**config.mk**
```make
export PLATFORM = sky130hd
export DESIGN_NAME = rx_byte_counter
export DESIGN_NICKNAME = d
export VERILOG_FILES = /design/src/rtl/rx_byte_counter.sv
export SDC_FILE = /design/constraint.sdc
export NUM_CORES = 1
export LEC_CHECK = 0
export ABC_AREA = 1
export BUFFER_PORTS_ARGS = -buffer_cell sky130_fd_sc_hd__buf_2
export CAP_MARGIN = 30
export CORE_AREA = 4 4 41 43
export DETAILED_ROUTE_END_ITERATION = 10
export DIE_AREA = 0 0 45 47
export MAX_ROUTING_LAYER = met4
export SYNTH_ARGS = -nofsm -noshare
export SYNTH_HDL_FRONTEND = slang
export SYNTH_SLANG_ARGS = --single-unit
```
**constraint.sdc**
```tcl
create_clock -name clk -period 1.7 [get_ports clk]
set_input_delay 0.085 -clock clk [delete_from_list [all_inputs] [get_ports clk]]
set_output_delay 0.085 -clock clk [all_outputs]
set_load 0.05 [all_outputs]
```
**src/rtl/rx_byte_counter.sv**
```systemverilog
module rx_byte_counter #(
    parameter int MIN_BYTES = 2
) (
    input  logic clk,
    input  logic rst_n,
    input  logic sop_i,
    input  logic eop_i,
    input  logic byte_vld_i,
    output logic enough_o
);
    localparam int                CNT_W   = $clog2(MIN_BYTES + 1);
    localparam logic [CNT_W-1:0]  CNT_MAX = CNT_W'(MIN_BYTES);

    logic [CNT_W-1:0] cnt_d, cnt_q;

    always_comb begin
        cnt_d = cnt_q;
        if (sop_i || eop_i) begin
            cnt_d = '0;
        end else if (byte_vld_i && (cnt_q != CNT_MAX)) begin
            cnt_d = cnt_q + 1'b1;
        end
    end

    always_ff @(posedge clk) begin
        if (!rst_n) cnt_q <= '0;
        else        cnt_q <= cnt_d;
    end

    assign enough_o = (cnt_q == CNT_MAX);

    AST_CNT_BOUND: assert property (@(posedge clk) disable iff (!rst_n)
        cnt_q <= CNT_MAX);
    AST_SOP_CLEARS_CNT: assert property (@(posedge clk) disable iff (!rst_n)
        sop_i |=> (cnt_q == '0));
    AST_EOP_CLEARS_CNT: assert property (@(posedge clk) disable iff (!rst_n)
        eop_i |=> !enough_o);
endmodule

```
==> reports/metrics.csv, run 1 <==
metric;value;unit
status;complete, no violations;
initial antenna violation count;0;
CP max stage cell;dfxtp_1;
worst skew pair latency;0.22;ns
Max Cap Viol;0;
Area Overhead vs Synth;54.08;%
final core occ;0.1452;
CTS clk-pin slew, worst paths;0.03;ns
IO Pins;6;
Synth Register Bits;2;
total negative setup slack;0;ns
fin crit period;1.095;ns
CTS root buf;clkbuf_4;
pre-CTS setup slack;0.7330;ns
top cell family by delay on the critical path;buffers and inverters;
Avg Cell Area, Syn;6.131;sq um
maximum clock frequency;0.9129;GHz
unrepaired setup endpoints after global routing;no;
Crit. End Element;output pin;
Gate Count Post-Synth;20;
Syn Std Cell Area;122.6;sq um
Post-Synthesis Net Count;26;
post-cts sizing count;0;
final period utilization;0.6444;
leakage power total;0.1040;nW
Cell Pwr Density;896.4;nW/um^2
CP required;1.62;ns
hold crit path type;in2reg;
hold_ws;0.1048;ns
# hold bufs at CTS;0;
Final Worst Setup Slack;0.6045;ns
nets@finish;36;
area of placed instances;166.4;sq um
remaining global-route overflow;0;
Critical path buffers and inverters;2;
first-pass GRT wire length;496;um
final instance area;188.9;sq um
vias per std cell;2.977;
Crit Path Max Fanout;2;
Die Span X;45;um
CTS tree;done;
relative slew slack;0.8355;
Final ANT Viol Nets;0;
startpoint types;register;
biggest regs;cnt_q: 2 flops;
kind of critical path;reg2out;
max incr delay on CP;0.30;ns
synth top area cells;dfxtp_1, inv_1, nand2_1;
sequential fraction of the synthesis area;0.3265;
maximum VDD drop;0.2031;mV
Largest register FFs;2;
total global-route track usage;0.03990;
total number of vias;128;
num rows;13;
Die Footprint;2115;sq um
Max Root-Sink Buffers;2;
clk sink count;2;
non-filler cells, final;43;
most used flip-flop cell after synthesis;dfxtp_1;
DRC viols;0;
share of cells above drive strength 1;0.3571;
H-tree levels;1;
placed cell count;40;
drt total wl;239;um
Worst Skew;0.003522;ns
Filler cells;160;
Synth top area share;0.3265;
Warnings, synthesis;0;
worst-margin pin slew;0.2485;ns
largest net degree at the start of global routing;4;
# diodes;0;
Final GP Congestion;0.5491;
Die H;47;um
max-slew violations;0;
Setup Fix Bufs, Post-CTS;0;
placed wire-length estimate;197.5;um
Post-synth EDFFs;0;
fraction of registers with async set/reset;0;
Starting Density;0.09423;
Pwr Total;0.1694;mW
IO buf count;5;
area leader, netlist;dfxtp_1;
commonest cells in the netlist;inv_1, nand2_1, nor2_1;
Iter 0 DRT Violations;0;
Pre-Repair DR Iteration Count;1;
TritonCTS buffer count;3;
endpoints failing setup;0;
Hold Violations, Final;0;
top-count cell post-synth;inv_1;
Arr. time, crit path;1.01;ns
most flop-heavy register;cnt_q;
worst-path cell chain;inv_1, ha_1, buf_2;
Core ar.;1301;sq um
Wirelength per Cell;5.558;um
Synth cell types;8;
vias in the first global route;122;
## worst paths after layout
kind / slack, ns / start / end / cells after the start
max: 0.60 / cnt_q[0]$_SDFFE_PP0P_ / enough_o / 3
min: 0.10 / eop_i / cnt_q[0]$_SDFFE_PP0P_ / 4
max reg2reg: 0.74 / cnt_q[0]$_SDFFE_PP0P_ / cnt_q[1]$_SDFFE_PP0P_ / 6
min reg2reg: 0.53 / cnt_q[1]$_SDFFE_PP0P_ / cnt_q[1]$_SDFFE_PP0P_ / 4
## power by group
part / total [mW] / internal [mW] / switching (mW) / leakage, nW
Combinational: 0.0176 / 0.00767 / 0.00993 / 0.0740
Sequential: 0.0492 / 0.0486 / 0.000613 / 0.0162
Clock: 0.103 / 0.0777 / 0.0249 / 0.0138
Total: 0.169 / 0.134 / 0.0354 / 0.104
## cell usage in the layout, fill, tap and decap left out
| master | netlist | routed |
|---|---|---|
| buf_2 | 0 | 5 |
| nand2_1 | 5 | 5 |
| nor2_2 | 1 | 1 |
| dfxtp_1 | 2 | 2 |
| ha_1 | 1 | 1 |
| clkbuf_4 | 0 | 3 |
| nand2_2 | 1 | 1 |
| nor2_1 | 3 | 3 |
| inv_1 | 6 | 6 |
| nand3_1 | 1 | 1 |
## cell type report
cell class / count / area [sq um] / area share
Clock buffer: 3 / 22.52 / 0.1192
Tap cell: 15 / 18.77 / 0.09934
Sequential cell: 2 / 40.04 / 0.2119
Inverter: 6 / 22.52 / 0.1192
Timing Repair Buffer: 5 / 25.02 / 0.1325
Multi-Input combinational cell: 12 / 60.06 / 0.3179
## cell families after synthesis
family / after synthesis / share of synthesized area
fa+ha+maj: 1 / 0.1020
simple gates: 11 / 0.3878
flops: 2 / 0.3265
buf+inv: 6 / 0.1837
## layer usage
| metal | up-vias | wire length [um] | track usage | part of all wire |
|---|---|---|---|---|
| met5 | - | 0 | - | 0 |
| met2 | 6 | 82 | 0.03390 | 0.34 |
| met3 | 0 | 31 | 0.04598 | 0.13 |
| met4 | 0 | 0 | 0.03509 | 0 |
| li1 | 73 | - | - | - |
| met1 | 49 | 125 | 0.04299 | 0.52 |
## tightest hold or removal path, cell delays in order
cell and delay [ns]:
buf_2 0.08, nor2_2 0.04, inv_1 0.04, nor2_1 0.03
(Power assumes the default switching activity.)
==> run 2, diff against run 1 <==
Settings changed: ABC_AREA 1 to 0.
Clock period 1.7 ns to 0.9 ns, I/O delays scaled along.
==> run 2 against run 1 <==
Compared with the run above:
- the run now ends with negative setup slack left
- hold slack got worse by 0.0063 ns
- sequential share of layout area is 1.4 points lower
- combinational power rose by 140%
- critical endpoint is now cnt_q[0]$_SDFFE_PP0P_
- clock skew is 0.00099 ns lower
- sequential power rose by 91%
- worst setup slack got worse by 0.67 ns
- largest cell class unchanged
- clock-buffer cell count unchanged
- first-iteration DRC count is 2 higher
- non-clock buffer count grew 2
- routed wire length fell by 19%
==> reports/metrics.csv, run 2 <==
metric;value;unit
worst skew pair latency;0.22;ns
IO Pins;6;
Synth cell types;9;
Synth top area share;0.3678;
initial antenna violation count;0;
Final ANT Viol Nets;0;
worst-margin pin slew;0.1341;ns
total global-route track usage;0.02522;
combinational share of power;0.130;
# hold bufs at CTS;0;
Cell Pwr Density;1517;nW/um^2
Int Power;0.2633;mW
CP required;1.01;ns
Starting Density;0.08365;
endpoints failing setup;3;
Crit Path Max Fanout;3;
failing checks;negative setup slack;
maximum clock frequency;1.034;GHz
Avg Cell Area, Syn;9.896;sq um
Crit. End Element;register;
Post-synth EDFFs;0;
num rows;13;
Pwr Total;0.3266;mW
sequential fraction of the synthesis area;0.3678;
commonest non-fill, non-tap cell in the layout;buf_2;
CTS root buf;clkbuf_4;
part of the power in the clock network;0.581;
total number of vias;106;
nets@finish;29;
biggest regs;cnt_q: 2 flops;
Arr. time, crit path;1.07;ns
DRC viols;0;
fin crit period;0.9667;ns
sequential power share;0.288;
Max Cap Viol;0;
Die H;47;um
largest net degree at the start of global routing;4;
Wirelength per Cell;5.361;um
Syn Std Cell Area;108.9;sq um
vias in the first global route;104;
final core occ;0.1654;
Sw Ratio;0.1938;
P_sw;0.06328;mW
pre-CTS setup slack;-0.05496;ns
CTS tree;done;
Warnings, synthesis;0;
Synth Register Bits;2;
CP max stage cell;dfxtp_2;
relative slew slack;0.9100;
area leader, netlist;dfxtp_1;
status;finished with violations;
H-tree levels;1;
most frequent cells in the layout;buf_2, clkbuf_4, nor2_1, dfxtp_2, buf_4;
hold_ws;0.09848;ns
Die Span X;45;um
max incr delay on CP;0.32;ns
clk sink count;2;
unrepaired setup endpoints after global routing;yes;
IO buf count;5;
startpoint types;register;
vias per std cell;2.944;
share of cells above drive strength 1;0.8095;
drt total wl;193;um
TritonCTS buffer count;3;
most used flip-flop cell after synthesis;dfxtp_1;
Area Overhead vs Synth;97.70;%
Final Worst Setup Slack;-0.06671;ns
Final GP Congestion;0.5054;
leakage power total;0.09075;nW
Setup Fix Bufs, Post-CTS;0;
maximum VDD drop;0.3247;mV
# diodes;0;
Hold Violations, Final;0;
Largest register FFs;2;
Die Footprint;2115;sq um
fraction of registers with async set/reset;0;
Iter 0 DRT Violations;2;
CTS clk-pin slew, worst paths;0.03;ns
Worst Skew;0.002529;ns
synth top area cells;dfxtp_1, nor2b_4, a211oi_2;
most flop-heavy register;cnt_q;
remaining global-route overflow;0;
hold crit path type;in2reg;
commonest cells in the netlist;dfxtp_1, nor2_1;
final period utilization;1.074;
Max Root-Sink Buffers;2;
first-pass GRT wire length;331;um
Post-Synthesis Net Count;17;
Core ar.;1301;sq um
Gate Count Post-Synth;11;
Pre-Repair DR Iteration Count;2;
max-slew violations;0;
worst-path cell chain;inv_2, ha_4, nor2b_4, xnor2_1, nor2_1;
non-filler cells, final;36;
placed cell count;33;
kind of critical path;reg2reg;
[run 2: cell types whose count changed after synthesis]
cell      delta
inv_1        -5
nand2_1      -4
a211oi_2     +1
nand2_2      -1
nand3_1      -1
nor2_1       -1
nor2b_4      +1
xnor2_1      +1
[run 2: worst paths after layout]
kind                               from                    end  slack, ns  cells past startpoint
hold / removal                    rst_n  cnt_q[0]$_SDFFE_PP0P_        0.1                      3
setup reg to reg  cnt_q[0]$_SDFFE_PP0P_  cnt_q[0]$_SDFFE_PP0P_      -0.07                      5
setup / recovery  cnt_q[0]$_SDFFE_PP0P_  cnt_q[0]$_SDFFE_PP0P_      -0.07                      5
hold reg to reg   cnt_q[1]$_SDFFE_PP0P_  cnt_q[1]$_SDFFE_PP0P_       0.56                      2
[run 2: final cells by class]
| class | count | area [sq um] |
|---|---|---|
| Fill cell | 156 | 1086 |
| Multi-Input combinational cell | 8 | 77.57 |
| Timing Repair Buffer | 7 | 50.05 |
| Sequential cell | 2 | 42.54 |
| Clock buffer | 3 | 22.52 |
| Tap cell | 15 | 18.77 |
| Inverter | 1 | 3.754 |
[run 2: cells by family after synthesis]
family / after synthesis / synth area share
compound gates: 1 / 0.1149
xor+xnor: 1 / 0.08047
fa+ha+maj: 1 / 0.1149
buf+inv: 1 / 0.03445
flops: 2 / 0.3678
simple gates: 5 / 0.2874
[run 2: power groups by stage]
stage | clock (mW) | sequential [mW] | combinational [mW]
after CTS | 0.200 | 0.0938 | 0.0426
final | 0.190 | 0.0941 | 0.0426
after global placement | 0 | 0.0948 | 0.0403
after detailed placement | 0 | 0.0949 | 0.0408
after global routing | 0.210 | 0.0945 | 0.0473
after floorplan | 0 | 0.0951 | 0.0267
[run 2: routing by layer]
metal  global-route usage  up-vias  share of wire
met2              0.03672        5           0.48
met3              0.01149        0           0.14
met4              0.03509        0              0
li1                     -       56              -
met5                    -        -              0
met1              0.02032       45           0.37
[run 2: worst max-delay path, delay by kind of cell (launching register included)]
kind                     cells  cell delay (ns)
XOR/XNOR                     1             0.14
flip-flops                   1             0.32
buffers and inverters        1             0.04
adder cells (fa/ha/maj)      1             0.16
AND/OR/NAND/NOR              2             0.20
[run 2: repair_timing]
item | 4_1_cts | 5_1_grt
pin swaps | 0 | 1
resized for setup | 2 | 2
hold endpoints to repair | 0 | 0
endpoints found under the setup margin | 3 | 3
[run 2: through the flow]
stage	area, sq um	setup TNS [ns]
3_5_place_dp	181.4	-0.08102
6_report	215.2	-0.1298
5_1_grt	215.2	-0.3121
2_1_floorplan	122.6	-0.1849
4_1_cts	210.2	-0.1574
3_3_place_gp	181.4	-0.06305
